--- src/rtl/pac_pkg.sv ---
package pac_pkg;
  typedef enum logic [1:0] {
    SEL_USER = 2'b00,
    SEL_CFG  = 2'b01,
    SEL_DATA = 2'b10
  } mem_sel_e;

  typedef enum logic [1:0] {
    LOC_ID   = 2'b00,
    LOC_RSVD = 2'b01,
    LOC_CFGW = 2'b10,
    LOC_NONE = 2'b11
  } loc_kind_e;
endpackage

--- src/rtl/pac_pc_core.sv ---
module pac_pc_core #(
  parameter int PC_W = 14
) (
  input  logic            clk_i,
  input  logic            rst_ni,
  input  logic            enter_i,
  input  logic            jump_i,
  input  logic            incr_i,
  output logic [PC_W-1:0] pc_d_o,
  output logic [PC_W-1:0] pc_q_o
);
  localparam int HI = PC_W - 1;
  localparam logic [PC_W-1:0] CFG_BASE = PC_W'(1) << HI;
  localparam logic [PC_W-1:0] TOP_PC   = '1;

  logic [PC_W-1:0] pc_q, pc_d;

  always_comb begin
    pc_d = pc_q;
    if (enter_i)     pc_d = '0;
    else if (jump_i) pc_d = CFG_BASE;
    else if (incr_i) begin
      pc_d = pc_q + PC_W'(1);
      // upper half is a trap: carry out of the top wraps to its base
      if (pc_q[HI]) pc_d[HI] = 1'b1;
    end
  end

  always_ff @(posedge clk_i or negedge rst_ni) begin
    if (!rst_ni) pc_q <= '0;
    else         pc_q <= pc_d;
  end

  assign pc_d_o = pc_d;
  assign pc_q_o = pc_q;

  p_enter_clears_r1: assert property (@(posedge clk_i) disable iff (!rst_ni)
    enter_i |=> pc_q == '0);
  p_jump_base_r2: assert property (@(posedge clk_i) disable iff (!rst_ni)
    (jump_i && !enter_i) |=> pc_q == CFG_BASE);
  p_step_r3: assert property (@(posedge clk_i) disable iff (!rst_ni)
    (incr_i && !jump_i && !enter_i && pc_q != TOP_PC) |=> pc_q == $past(pc_q) + PC_W'(1));
  p_wrap_r3: assert property (@(posedge clk_i) disable iff (!rst_ni)
    (incr_i && !jump_i && !enter_i && pc_q == TOP_PC) |=> pc_q == CFG_BASE);
  p_sticky_r4: assert property (@(posedge clk_i) disable iff (!rst_ni)
    (pc_q[HI] && !enter_i) |=> pc_q[HI]);
  p_idle_hold_r11: assert property (@(posedge clk_i) disable iff (!rst_ni)
    (!enter_i && !jump_i && !incr_i) |=> $stable(pc_q));
endmodule

--- src/rtl/pac_addr_map.sv ---
module pac_addr_map
  import pac_pkg::*;
#(
  parameter int PC_W    = 14,
  parameter int USER_AW = 10,
  parameter int CFG_AW  = 4,
  parameter int DATA_AW = 6,
  parameter int ID_N    = 4,
  parameter int CFGW_IX = 7,
  parameter int PHYS_W  = 10
) (
  input  logic [PC_W-1:0]   pc_i,
  input  logic              tgt_data_i,
  output mem_sel_e          sel_o,
  output logic [PHYS_W-1:0] phys_o,
  output loc_kind_e         kind_o
);
  localparam int HI = PC_W - 1;

  logic              cfg_hit;
  logic [CFG_AW-1:0] cix;

  assign cfg_hit = pc_i[HI] && (pc_i[HI-1:CFG_AW] == '0);
  assign cix     = pc_i[CFG_AW-1:0];

  always_comb begin
    sel_o  = SEL_USER;
    phys_o = PHYS_W'(pc_i[USER_AW-1:0]);
    kind_o = LOC_NONE;
    if (tgt_data_i) begin
      sel_o  = SEL_DATA;
      phys_o = PHYS_W'(pc_i[DATA_AW-1:0]);
    end else if (cfg_hit) begin
      sel_o  = SEL_CFG;
      phys_o = PHYS_W'(cix);
      if (cix < CFG_AW'(ID_N))         kind_o = LOC_ID;
      else if (cix < CFG_AW'(CFGW_IX)) kind_o = LOC_RSVD;
      else if (cix == CFG_AW'(CFGW_IX)) kind_o = LOC_CFGW;
    end
  end
endmodule

--- src/rtl/pac_top.sv ---
module pac_top
  import pac_pkg::*;
#(
  parameter int PC_W    = 14,
  parameter int USER_AW = 10,
  parameter int CFG_AW  = 4,
  parameter int DATA_AW = 6
) (
  input  logic               clk_i,
  input  logic               rst_ni,
  input  logic               enter_i,
  input  logic               cfg_jump_i,
  input  logic               incr_i,
  input  logic               tgt_data_i,
  output logic [PC_W-1:0]    pc_o,
  output logic [1:0]         mem_sel_o,
  output logic [USER_AW-1:0] phys_addr_o,
  output logic [1:0]         loc_kind_o
);
  localparam int PHYS_W = USER_AW;
  localparam int HI     = PC_W - 1;
  localparam logic [PC_W-1:0] CFGW_PC = (PC_W'(1) << HI) | PC_W'(7);

  logic [PC_W-1:0]   pc_d, pc_q;
  mem_sel_e          sel_d;
  loc_kind_e         kind_d;
  logic [PHYS_W-1:0] phys_d;
  mem_sel_e          sel_q;
  loc_kind_e         kind_q;
  logic [PHYS_W-1:0] phys_q;

  pac_pc_core #(.PC_W(PC_W)) u_core (
    .clk_i  (clk_i),
    .rst_ni (rst_ni),
    .enter_i(enter_i),
    .jump_i (cfg_jump_i),
    .incr_i (incr_i),
    .pc_d_o (pc_d),
    .pc_q_o (pc_q)
  );

  // decode the next pointer so every output lands on the same edge
  pac_addr_map #(
    .PC_W(PC_W), .USER_AW(USER_AW), .CFG_AW(CFG_AW), .DATA_AW(DATA_AW),
    .ID_N(4), .CFGW_IX(7), .PHYS_W(PHYS_W)
  ) u_map (
    .pc_i      (pc_d),
    .tgt_data_i(tgt_data_i),
    .sel_o     (sel_d),
    .phys_o    (phys_d),
    .kind_o    (kind_d)
  );

  always_ff @(posedge clk_i or negedge rst_ni) begin
    if (!rst_ni) begin
      sel_q  <= SEL_USER;
      phys_q <= '0;
      kind_q <= LOC_NONE;
    end else begin
      sel_q  <= sel_d;
      phys_q <= phys_d;
      kind_q <= kind_d;
    end
  end

  assign pc_o        = pc_q;
  assign mem_sel_o   = sel_q;
  assign phys_addr_o = phys_q;
  assign loc_kind_o  = kind_q;

  p_data_fold_r8: assert property (@(posedge clk_i) disable iff (!rst_ni)
    tgt_data_i |=> (mem_sel_o == SEL_DATA) && (phys_addr_o[PHYS_W-1:DATA_AW] == '0));
  p_cfg_window_r6: assert property (@(posedge clk_i) disable iff (!rst_ni)
    (mem_sel_o == SEL_CFG) |-> (pc_o[HI] && pc_o[HI-1:CFG_AW] == '0));
  p_cfgw_class_r9: assert property (@(posedge clk_i) disable iff (!rst_ni)
    (loc_kind_o == LOC_CFGW) |-> (pc_o == CFGW_PC && mem_sel_o == SEL_CFG));
  p_user_alias_r5: assert property (@(posedge clk_i) disable iff (!rst_ni)
    (mem_sel_o == SEL_USER) |-> (phys_addr_o == pc_o[USER_AW-1:0]));
endmodule

--- config.mk ---
export PLATFORM = sky130hd
export DESIGN_NAME = pac_top
export DESIGN_NICKNAME = d
export VERILOG_FILES = /design/src/rtl/pac_pkg.sv /design/src/rtl/pac_pc_core.sv /design/src/rtl/pac_addr_map.sv /design/src/rtl/pac_top.sv
export SDC_FILE = /design/constraint.sdc
export NUM_CORES = 1
export LEC_CHECK = 0
export BUFFER_PORTS_ARGS = -buffer_cell sky130_fd_sc_hd__buf_2
export CAP_MARGIN = 20
export CORE_AREA = 3 3 54 56
export CTS_BUF_LIST = sky130_fd_sc_hd__clkbuf_4 sky130_fd_sc_hd__clkbuf_8 sky130_fd_sc_hd__clkbuf_16
export DETAILED_ROUTE_END_ITERATION = 6
export DIE_AREA = 0 0 57 59
export PLACE_DENSITY_LB_ADDON = 0.1
export RECOVER_POWER = 25
export SYNTH_ARGS = -nofsm -noshare
export SYNTH_HDL_FRONTEND = slang
export SYNTH_HIERARCHICAL = 1
export SYNTH_SLANG_ARGS = --single-unit
--- constraint.sdc ---
create_clock -name clk_i -period 2.05 [get_ports clk_i]
set_input_delay 0.41 -clock clk_i [delete_from_list [all_inputs] [get_ports clk_i]]
set_output_delay 0.41 -clock clk_i [all_outputs]
set_load 0.02 [all_outputs]
==> impl_metrics.json <==
{
  "timing.rr.start": "u_core/pc_q_o[2]",
  "finalNetCount": 140,
  "cts_root_buf": "clkbuf_4",
  "synth_area_per_cell_um2": 11.97,
  "whs_endpoint": "mem_sel_o[1]",
  "max_slew_margin_pct": 4.626,
  "n_antenna_cell": 0,
  "rows": 18,
  "antenna_found_initial": 0,
  "grt_usage_pct": 16.46,
  "status": "finished, final reports clean",
  "fin_worst_skew_ns": 0.009915,
  "final-setup-viol-count": 0,
  "fin_ws_ns": 0.1631,
  "via_per_inst": 5.160,
  "critical_path_class": "flip-flop to flip-flop",
  "synthTopCellsByArea": "dfrtp_1 53%, xnor2_1 5.0%, nor2_1 4.6%",
  "synth_cells": 102,
  "die_area_mm2": 0.003363,
  "hold_buffers": 0,
  "pwr-share-comb_pct": 5.7,
  "cp.arrival_ns": 2.13,
  "seq_power_share_pct": 57.7,
  "synth_area_mm2": 0.001221,
  "holdPathStages": 1,
  "gp_congestion": 0.8289,
  "dp_hpwl_um": 1867,
  "synth_compound_area_share_pct": 3.176,
  "min-delay-start": "tgt_data_i",
  "vias": 836,
  "yosysWarnings": 6,
  "area_growth_pct": 20.18,
  "portBuffers": 33,
  "ios": 34,
  "hp-class": "input pin to flip-flop",
  "die_w_um": 57,
  "tightest_slew_ns": 1.431,
  "power_frac_clock_pct": 36.6,
  "synthArstFlopShare_pct": 100.0,
  "fin_tns_setup_ns": 0,
  "leakagePower_nw": 0.7157,
  "slew_violations": 0,
  "clock_latency_ns": 0.33,
  "p_int_mw": 0.7765,
  "synth-seq-cells": 28,
  "drc": 0,
  "fin_crit_sh_pct": 92.05,
  "yosysUniqueCellTypes": 29,
  "drive_gt1_share_pct": 39.39,
  "core_mm2": 0.002477,
  "synthFlopType": "dfrtp_1",
  "rr_endpoint": "mem_sel_o[0]",
  "yosys-top-cells-count": "26 x dfrtp_1, 15 x nor2_1, 7 x xnor2_1, 5 x buf_4",
  "power_mw": 0.9798,
  "synth_top_family_by_area": "simple AND/OR/NAND/NOR gates",
  "cp_max_fo": 7,
  "cts_buffer_depth": 2,
  "synth_xor_area_share_pct": 7.172,
  "die_h_um": 59,
  "wl_per_cell_um": 15.53,
  "clk_pin_slew_worst_paths_ns": 0.15,
  "synth_edf_count": 0,
  "synthAdderAreaFrac_pct": 1.025,
  "start_util_pct": 49.29,
  "yosys.area.top_type_share_pct": 53.28,
  "grt_pass1_wl_um": 4146,
  "end_kind": "flip-flop",
  "min_period_ns": 1.887,
  "start_kind": "flip-flop",
  "grt_pass1_vias": 863,
  "switching_power_mw": 0.2032,
  "reg2reg_depth": 5,
  "dp_slack_ns": 0.07713,
  "ir_drop_mv": 0.4944,
  "hold_viol_final": 0,
  "drtIter0Drc": 20,
  "rrSetupSlack_ns": 0.16,
  "ant_nets": 0,
  "cap_violations": 0,
  "ys_seq_area_share_pct": 57.58,
  "grt_max_degree": 29,
  "first_pass_iters": 4,
  "grt.overflow.total": 0,
  "cts_max_level": 1,
  "drt-total-wl_um": 2516,
  "numCtsBuffers": 3,
  "muxShareOfSynthArea_pct": 0.8197,
  "synth_top_area_cell": "dfrtp_1",
  "p_sw_share_pct": 20.74,
  "rsz0062_at_grt": "no",
  "fmax_mhz": 530.0,
  "yosysMostFrequentCell": "dfrtp_1",
  "required_ns": 2.29,
  "synth-simple-area-share_pct": 25.20,
  "clock_sinks": 28,
  "syn_nets": 109,
  "p_per_area_mw_per_mm2": 667.6,
  "cts_tree": "done"
}
sequential cells by signal, summed over array words and instances, names as in the netlist:
signal         flops
loc_kind_o         2
mem_sel_o          2
phys_addr_o       10
u_core/pc_q_o     14
per-layer routing:
| layer | track usage, % | part of all wire [%] | up-vias |
|---|---|---|---|
| met5 | 0 | 0 | - |
| met4 | 8.609 | 1.9 | 0 |
| met3 | 2.614 | 4.3 | 5 |
| met2 | 27.90 | 51 | 22 |
| met1 | 20.37 | 43 | 407 |
| li1 | - | - | 402 |
cell usage in the layout (no fill, tap or decap):
cell / count
bufinv_16: 1
nand3_1: 2
nand3_2: 1
inv_1: 2
nand4_2: 1
ha_2: 1
dfrtp_1: 26
clkbuf_1: 2
nor3_1: 3
and4_1: 1
xnor2_1: 7
nand3_4: 2
clkbuf_4: 3
dfstp_2: 2
nor2b_1: 4
o21ai_0: 2
a21oi_1: 2
a21bo_2: 1
mux2i_1: 1
nor2_1: 15
nand2_1: 4
buf_4: 2
or3_1: 2
buf_2: 31
nor4b_2: 1
xor2_1: 3
nor4_4: 4
nor4_2: 1
nand4_1: 3
or2_2: 1
a311oi_1: 1
power groups by stage:
| stage | registers [mW] | logic (mW) | clock network [mW] |
|---|---|---|---|
| detailed placement | 0.576 | 0.0579 | 0 |
| CTS | 0.566 | 0.0580 | 0.367 |
| global route | 0.567 | 0.0626 | 0.393 |
| global placement | 0.575 | 0.0571 | 0 |
| finish | 0.565 | 0.0561 | 0.358 |
| floorplan | 0.587 | 0.0193 | 0 |
worst max path at each step:
stage,start,end,slack (ns),cells after the start
2_1_floorplan,u_core/pc_q_o[0],mem_sel_o[0],0.16,7
3_3_place_gp,incr_i,mem_sel_o[0],0.12,6
3_5_place_dp,incr_i,mem_sel_o[0],0.08,6
4_1_cts,u_core/pc_q_o[0],mem_sel_o[0],0.16,7
5_1_grt,u_core/pc_q_o[2],mem_sel_o[0],0.03,6
6_report,u_core/pc_q_o[2],mem_sel_o[0],0.16,5
timing repair:
action | CTS | global route
resized for setup | 0 | 5
endpoints found under the setup margin | 0 | 1
setup buffers | 0 | 0
per-stage QoR:
| step | hold WS (ns) | cell area, µm² | instances | util, % |
|---|---|---|---|---|
| 2_1_floorplan | 0.1144 | 1221 | 102 | - |
| 3_3_place_gp | 0.4458 | 1385 | 158 | 55.91 |
| 3_5_place_dp | 0.4563 | 1385 | 158 | 55.91 |
| 4_1_cts | 0.07549 | 1438 | 162 | 58.03 |
| 5_1_grt | 0.3286 | 1468 | 162 | 59.24 |
| 6_report | 0.3220 | 1468 | 162 | 59.24 |
worst max-delay path, stage by stage (launching register included):
cell     delay [ns]
dfrtp_1        0.51
nand4_2        0.25
or3_1          0.37
a21oi_1        0.35
nor4_4         0.11
and4_1         0.21
layout make-up:
class / count / area (µm²)
clock buffers: 3 / 22.52
inverters: 2 / 7.507
fillers: 208 / 1010
repair buffers: 35 / 177.7
clock inverters: 1 / 30.03
multi-input cells: 63 / 489.2
flip-flops and latches: 28 / 703.2
well taps: 30 / 37.54
cell families after synthesis:
family	after synthesis
xor+xnor	10
fa+ha+maj	1
buf+inv	11
flops	28
compound gates	6
mux	1
simple gates	45
No activity file was read; power rests on OpenSTA's default activity.
